<file path="src/rtl/rp_irq_agg.sv">
module rp_irq_agg #(
  parameter int MSI_N     = 32,
  parameter int PAYLOAD_W = 16,
  parameter int ADDR_W    = 4,
  localparam int IDX_W    = $clog2(MSI_N)
) (
  input  logic                 clk,
  input  logic                 rst_n,
  input  logic [3:0]           intx_assert,
  input  logic [3:0]           intx_deassert,
  input  logic                 msi_valid,
  input  logic [IDX_W-1:0]     msi_index,
  input  logic [PAYLOAD_W-1:0] msi_payload,
  input  logic                 pm_change,
  input  logic                 flush_evt,
  input  logic                 reg_wr,
  input  logic [ADDR_W-1:0]    reg_addr,
  input  logic [31:0]          reg_wdata,
  output logic [31:0]          reg_rdata,
  output logic                 irq_out
);

  localparam logic [31:0] VALID_A   = 32'h07FF_FFFF;
  localparam logic [31:0] VALID_B   = 32'h0000_0FF0;
  localparam logic [31:0] HOST_IMPL = 32'h00FF_F0FB;
  localparam int CORE_BIT  = 16;
  localparam int PEND_BIT  = 24;

  localparam logic [ADDR_W-1:0] AD_STA  = ADDR_W'(0);
  localparam logic [ADDR_W-1:0] AD_MSKA = ADDR_W'(1);
  localparam logic [ADDR_W-1:0] AD_STB  = ADDR_W'(2);
  localparam logic [ADDR_W-1:0] AD_MSKB = ADDR_W'(3);
  localparam logic [ADDR_W-1:0] AD_MSIS = ADDR_W'(4);
  localparam logic [ADDR_W-1:0] AD_MSIM = ADDR_W'(5);
  localparam logic [ADDR_W-1:0] AD_PAY  = ADDR_W'(6);
  localparam logic [ADDR_W-1:0] AD_HST  = ADDR_W'(7);
  localparam logic [ADDR_W-1:0] AD_HMSK = ADDR_W'(8);

  logic [31:0]          stat_a_q, stat_b_q, mask_a_q, mask_b_q;
  logic [31:0]          host_stat_q, host_mask_q;
  logic [MSI_N-1:0]     msi_stat_q, msi_mask_q;
  logic [PAYLOAD_W-1:0] pay_q;

  logic wr_sta, wr_mska, wr_stb, wr_mskb, wr_msis, wr_msim, wr_hst, wr_hmsk;
  assign wr_sta  = reg_wr && reg_addr == AD_STA;
  assign wr_mska = reg_wr && reg_addr == AD_MSKA;
  assign wr_stb  = reg_wr && reg_addr == AD_STB;
  assign wr_mskb = reg_wr && reg_addr == AD_MSKB;
  assign wr_msis = reg_wr && reg_addr == AD_MSIS;
  assign wr_msim = reg_wr && reg_addr == AD_MSIM;
  assign wr_hst  = reg_wr && reg_addr == AD_HST;
  assign wr_hmsk = reg_wr && reg_addr == AD_HMSK;

  logic [31:0] set_a, set_b, clr_a, clr_b, clr_h;
  logic [MSI_N-1:0] msi_set, msi_clr;
  logic msi_open, core_sum;

  assign msi_open = msi_valid && !msi_mask_q[msi_index];

  always_comb begin
    set_a = '0;
    set_a[19:16]    = intx_assert;
    set_a[23:20]    = intx_deassert;
    set_a[PEND_BIT] = msi_open;
    set_b = '0;
    set_b[4]    = pm_change;
    set_b[5]    = flush_evt;
    set_b[11:8] = intx_assert;
  end

  assign clr_a   = wr_sta  ? reg_wdata : '0;
  assign clr_b   = wr_stb  ? reg_wdata : '0;
  assign clr_h   = wr_hst  ? reg_wdata : '0;
  assign msi_clr = wr_msis ? reg_wdata[MSI_N-1:0] : '0;
  assign msi_set = msi_valid ? (MSI_N'(1) << msi_index) : '0;

  assign core_sum = |(stat_a_q & ~mask_a_q) || |(stat_b_q & ~mask_b_q);

  always_ff @(posedge clk or negedge rst_n) begin
    if (!rst_n) begin
      stat_a_q    <= '0;
      stat_b_q    <= '0;
      mask_a_q    <= VALID_A;
      mask_b_q    <= VALID_B;
      msi_stat_q  <= '0;
      msi_mask_q  <= '1;
      pay_q       <= '0;
      host_stat_q <= '0;
      host_mask_q <= HOST_IMPL;
    end else begin
      stat_a_q    <= ((stat_a_q & ~clr_a) | set_a) & VALID_A;
      stat_b_q    <= ((stat_b_q & ~clr_b) | set_b) & VALID_B;
      msi_stat_q  <= (msi_stat_q & ~msi_clr) | msi_set;
      host_stat_q <= ((host_stat_q & ~clr_h) | (32'(core_sum) << CORE_BIT)) & HOST_IMPL;
      if (wr_mska) mask_a_q    <= reg_wdata & VALID_A;
      if (wr_mskb) mask_b_q    <= reg_wdata & VALID_B;
      if (wr_msim) msi_mask_q  <= reg_wdata[MSI_N-1:0];
      if (wr_hmsk) host_mask_q <= reg_wdata & HOST_IMPL;
      if (msi_valid) pay_q     <= msi_payload;
    end
  end

  always_comb begin
    case (reg_addr)
      AD_STA:  reg_rdata = stat_a_q;
      AD_MSKA: reg_rdata = mask_a_q;
      AD_STB:  reg_rdata = stat_b_q;
      AD_MSKB: reg_rdata = mask_b_q;
      AD_MSIS: reg_rdata = 32'(msi_stat_q);
      AD_MSIM: reg_rdata = 32'(msi_mask_q);
      AD_PAY:  reg_rdata = 32'(pay_q);
      AD_HST:  reg_rdata = host_stat_q;
      AD_HMSK: reg_rdata = host_mask_q;
      default: reg_rdata = '0;
    endcase
  end

  assign irq_out = |(host_stat_q & ~host_mask_q);

endmodule

</file>
<file path="config.mk">
export PLATFORM = sky130hd
export DESIGN_NAME = rp_irq_agg
export DESIGN_NICKNAME = d
export VERILOG_FILES = /design/src/rtl/rp_irq_agg.sv
export SDC_FILE = /design/constraint.sdc
export NUM_CORES = 1
export LEC_CHECK = 0
export CORE_ASPECT_RATIO = 1.1
export CORE_MARGIN = 3
export CORE_UTILIZATION = 52
export CTS_BUF_LIST = sky130_fd_sc_hd__clkbuf_4 sky130_fd_sc_hd__clkbuf_8
export CTS_CLUSTER_DIAMETER = 50
export CTS_CLUSTER_SIZE = 20
export DETAILED_ROUTE_END_ITERATION = 12
export PLACE_DENSITY_LB_ADDON = 0.3
export SYNTH_ARGS = -nofsm -noshare
export SYNTH_HDL_FRONTEND = slang
export SYNTH_SLANG_ARGS = --single-unit
</file>
<file path="constraint.sdc">
create_clock -name clk -period 2.19 [get_ports clk]
set_input_delay 0.438 -clock clk [delete_from_list [all_inputs] [get_ports clk]]
set_output_delay 0.438 -clock clk [all_outputs]
set_load 0.01 [all_outputs]
</file>
==> run_results.csv <==
group,metric,value,unit
placed_design,portBuffers,103,
cells_and_area,antennaDiodeCount,0,
route,vias_per_cell,6.79,
cells_and_area,final_area,12000,um2
power_and_ir_drop,p_seq_share,52.1,%
clocking,path_clk_slew,0.11,ns
global_route,grt_usage,34.1,%
clocking,cts_tree,"yes",
clocking,clockBufferDepth,2,
worst_setup_path,r2r-start,"msi_mask_q[12]$_DFFE_PN1P_",
power_and_ir_drop,p_sw_share,28.4,%
floorplan,pin_count,104,
timing,timing.final.crit_period,2.38,ns
run,maxCapViolations,0,
worst_setup_path,end_kind,"output port",
placed_design,dp_hpwl,20200,um
power_and_ir_drop,p_int,0.00683,W
worst_setup_path,startpoint,"reg_addr[1]",
clocking,root_buffer,"clkbuf_8",
yosys,synth_seq_cells,188,
worst_setup_path,critPathKind,"input port to output port",
floorplan,num_rows,49,
worst_setup_path,worstRegToRegCells,4,
timing,skew,0.0206,ns
timing,fin_ws,-0.192,ns
min_path,hold_class,"input port to asynchronous set/reset pin",
yosys,synth-edff-count,0,
global_route,antenna_found_initial,0,
yosys,ys_types,50,
cells_and_area,drive_gt1_share,44.6,%
worst_setup_path,worstPathMaxFanout,6,
clocking,cts_buffers,17,
route,wl_met3,3210,um
timing,fin_setup_tns,-2.01,ns
route,vias,7837,
timing,max_freq,0.420,GHz
status,violations,"negative setup slack",
yosys,synth_ff_type,"dfrtp_1",
power_and_ir_drop,vdd_drop_max,0.000461,V
cells_and_area,nFillCells,1061,
global_route,grt-ovfl-total,0,
route,wl_per_cell,27.1,um
timing,hold_violations,0,
yosys,avgSynthCellArea,12.3,um2
worst_setup_path,required,1.75,ns
yosys,syn_inst,721,
yosys,async_flop_share,100,%
global_route,grt_max_degree,73,
yosys,yosysWarningCount,0,
global_route,grt_pass1_vias,8065,
timing,rsz0062_at_grt,"yes",
timing,setup_viol,26,
timing,period_share,109,%
worst_setup_path,worstSetupStartpointType,"input port",
yosys,syn-num-nets,792,
power_and_ir_drop,clkPwrFrac,28.3,%
route,wl_met1,11400,um
route,drcViolationCount,0,
route,drt_pre_antenna_iters,8,
power_and_ir_drop,p_leak,5.13,nW
timing,relSlewSlack,55.6,%
floorplan,initial_utilization,53.6,%
power_and_ir_drop,power_switching,0.00271,W
yosys,syn-cell-area,8840,um2
cells_and_area,final_nets,1009,
route,drt-total-wl,31400,um
clocking,htree_levels,4,
timing,final-max-slew-violation-count,0,
clocking,cts.sinks,188,
floorplan,core_region_area,16500,um2
worst_setup_path,crit-reg2reg-capture,"stat_a_q[24]$_DFF_PN0_",
floorplan,fp.dieH,143,um
floorplan,fp.dieW,130,um
worst_setup_path,r2r_slack,0.50,ns
placed_design,gp_congestion,0.951,
worst_setup_path,critical_path_arrival,1.94,ns
clocking,clkLatencyLatePin,0.48,ns
timing,hold_slack,0.477,ns
route,first_iter_violations,1017,
floorplan,dieArea,18600,um2
cells_and_area,area_delta_synth_final,35.4,%
placed_design,dpl_cell_area,10800,um2
placed_design,dpl_worst_slack,-0.896,ns
power_and_ir_drop,powerDensity,797,nW/um2
worst_setup_path,worstSetupEndpoint,"reg_rdata[7]",
status,status,"finished with violations",
timing,worstMarginPinSlew,0.660,ns
power_and_ir_drop,comb_power_share,19.6,%
route,final_antenna_net_count,0,
global_route,grt_pass1_wl,47000,um
route,wl_met2,14400,um
yosys,ys_seq_area_share,54.4,%
route,maxUsedRoutingLayer,"met4",
-- per-stage QoR --
| stage | total power (W) | util (%) | instances |
|---|---|---|---|
| floorplan | 0.00573 | - | 721 |
| global placement | 0.00657 | 65.5 | 1067 |
| global route | 0.00988 | 72.6 | 1155 |
| detailed placement | 0.00667 | 65.5 | 1067 |
| finish | 0.00954 | 72.6 | 1155 |
| CTS | 0.00941 | 71.7 | 1144 |
-- cells in the mapped netlist, drive strengths merged (20+ instances only) --
cell type	n	area share (%)
dfrtp	102	29
mux2	102	13
dfstp	86	26
nand2	69	3.0
a22oi	39	3.3
inv	32	1.4
a222oi	26	2.9
clkbuf	26	1.1
nand2b	25	1.8
a21oi	22	1.2
buf	21	1.2
a22o	20	2.0
-- cell type report --
cell class                 count  area [um2]  area share (%)
clock inverter                 8         153            1.28
timing repair buffer         245        2390            20.0
clock buffer                  24         318            2.65
sequential                   188        4810            40.2
multi-input combinational    454        3930            32.8
inverter                      32         120            1.00
tap                          204         255            2.13
-- worst min-delay path by stage --
stage	depth (start not counted)	end	slack, ns
after floorplan	0	host_stat_q[0]$_DFF_PN0_	0.14
after global placement	1	msi_stat_q[24]$_DFF_PN0_	0.40
after detailed placement	1	msi_stat_q[24]$_DFF_PN0_	0.40
after CTS	2	msi_stat_q[24]$_DFF_PN0_	0.46
after global routing	2	msi_stat_q[15]$_DFF_PN0_	0.49
final	2	stat_a_q[1]$_DFF_PN0_	0.48
-- power groups by stage --
stage | Clock [W] | Combinational (W) | Sequential (W)
after CTS | 0.00271 | 0.00179 | 0.00491
final | 0.00270 | 0.00187 | 0.00497
after detailed placement | 0 | 0.00172 | 0.00495
after global placement | 0 | 0.00165 | 0.00491
after floorplan | 0 | 0.00101 | 0.00471
after global routing | 0.00286 | 0.00199 | 0.00503
-- routing by layer --
layer / vias up / global-route usage, %
li1: 3157 / -
met1: 3889 / 43.2
met5: - / 0
met3: 173 / 8.72
met2: 618 / 53.1
met4: 0 / 19.4
-- registers in the layout, indices dropped and copies added, names as in the netlist --
| register | flops |
|---|---|
| stat_b_q | 8 |
| host_mask_q | 19 |
| mask_b_q | 8 |
| pay_q | 16 |
| msi_mask_q | 32 |
| mask_a_q | 27 |
| msi_stat_q | 32 |
| host_stat_q | 19 |
| stat_a_q | 27 |
-- kinds of logic after synthesis --
group / after synthesis / synth area share [%]
and+or+nand+nor: 143 / 8.98
buffers and inverters: 79 / 3.62
DFF: 188 / 54.4
muxes: 119 / 16.0
AOI/OAI and AO/OA: 192 / 16.9
-- worst max-delay path, cell delays in order --
cell      delay, ns
buf_8          0.11
buf_12         0.13
and4b_2        0.27
buf_12         0.17
a22o_1         0.25
a221oi_2       0.27
a31oi_4        0.13
buf_2          0.16
-- repair_timing --
| action | in CTS | in global routing |
|---|---|---|
| gates resized for setup | 225 | 17 |
| setup buffers | 39 | 14 |
| endpoints found under the hold margin | 23 | 0 |
| hold buffers | 1 | 0 |
| pin swaps | 50 | 32 |
| endpoints found under the setup margin | 33 | 33 |
| gates cloned | 5 | 1 |
-- cell usage in the layout (no fill, tap or decap), types with 8 or more instances in the layout --
cell / netlist / layout
dfrtp_1: 102 / 102
dfstp_2: 86 / 86
buf_4: 1 / 85
mux2_2: 80 / 80
nand2_1: 67 / 66
clkdlybuf4s50_1: 0 / 65
buf_6: 0 / 33
inv_1: 32 / 32
buf_2: 16 / 32
a222oi_1: 26 / 26
a22oi_1: 39 / 23
a21oi_1: 22 / 22
mux2_1: 22 / 22
clkbuf_8: 0 / 22
nand2b_1: 25 / 21
a22o_1: 20 / 20
buf_12: 0 / 18
a22oi_2: 0 / 16
o2bb2ai_1: 16 / 16
a21boi_0: 16 / 16
a21o_1: 14 / 14
nand3_1: 11 / 10
o22ai_1: 10 / 10
mux2i_1: 9 / 9
mux4_2: 8 / 8
a31oi_1: 9 / 8
buf_8: 0 / 8
(Power assumes the default switching activity.)
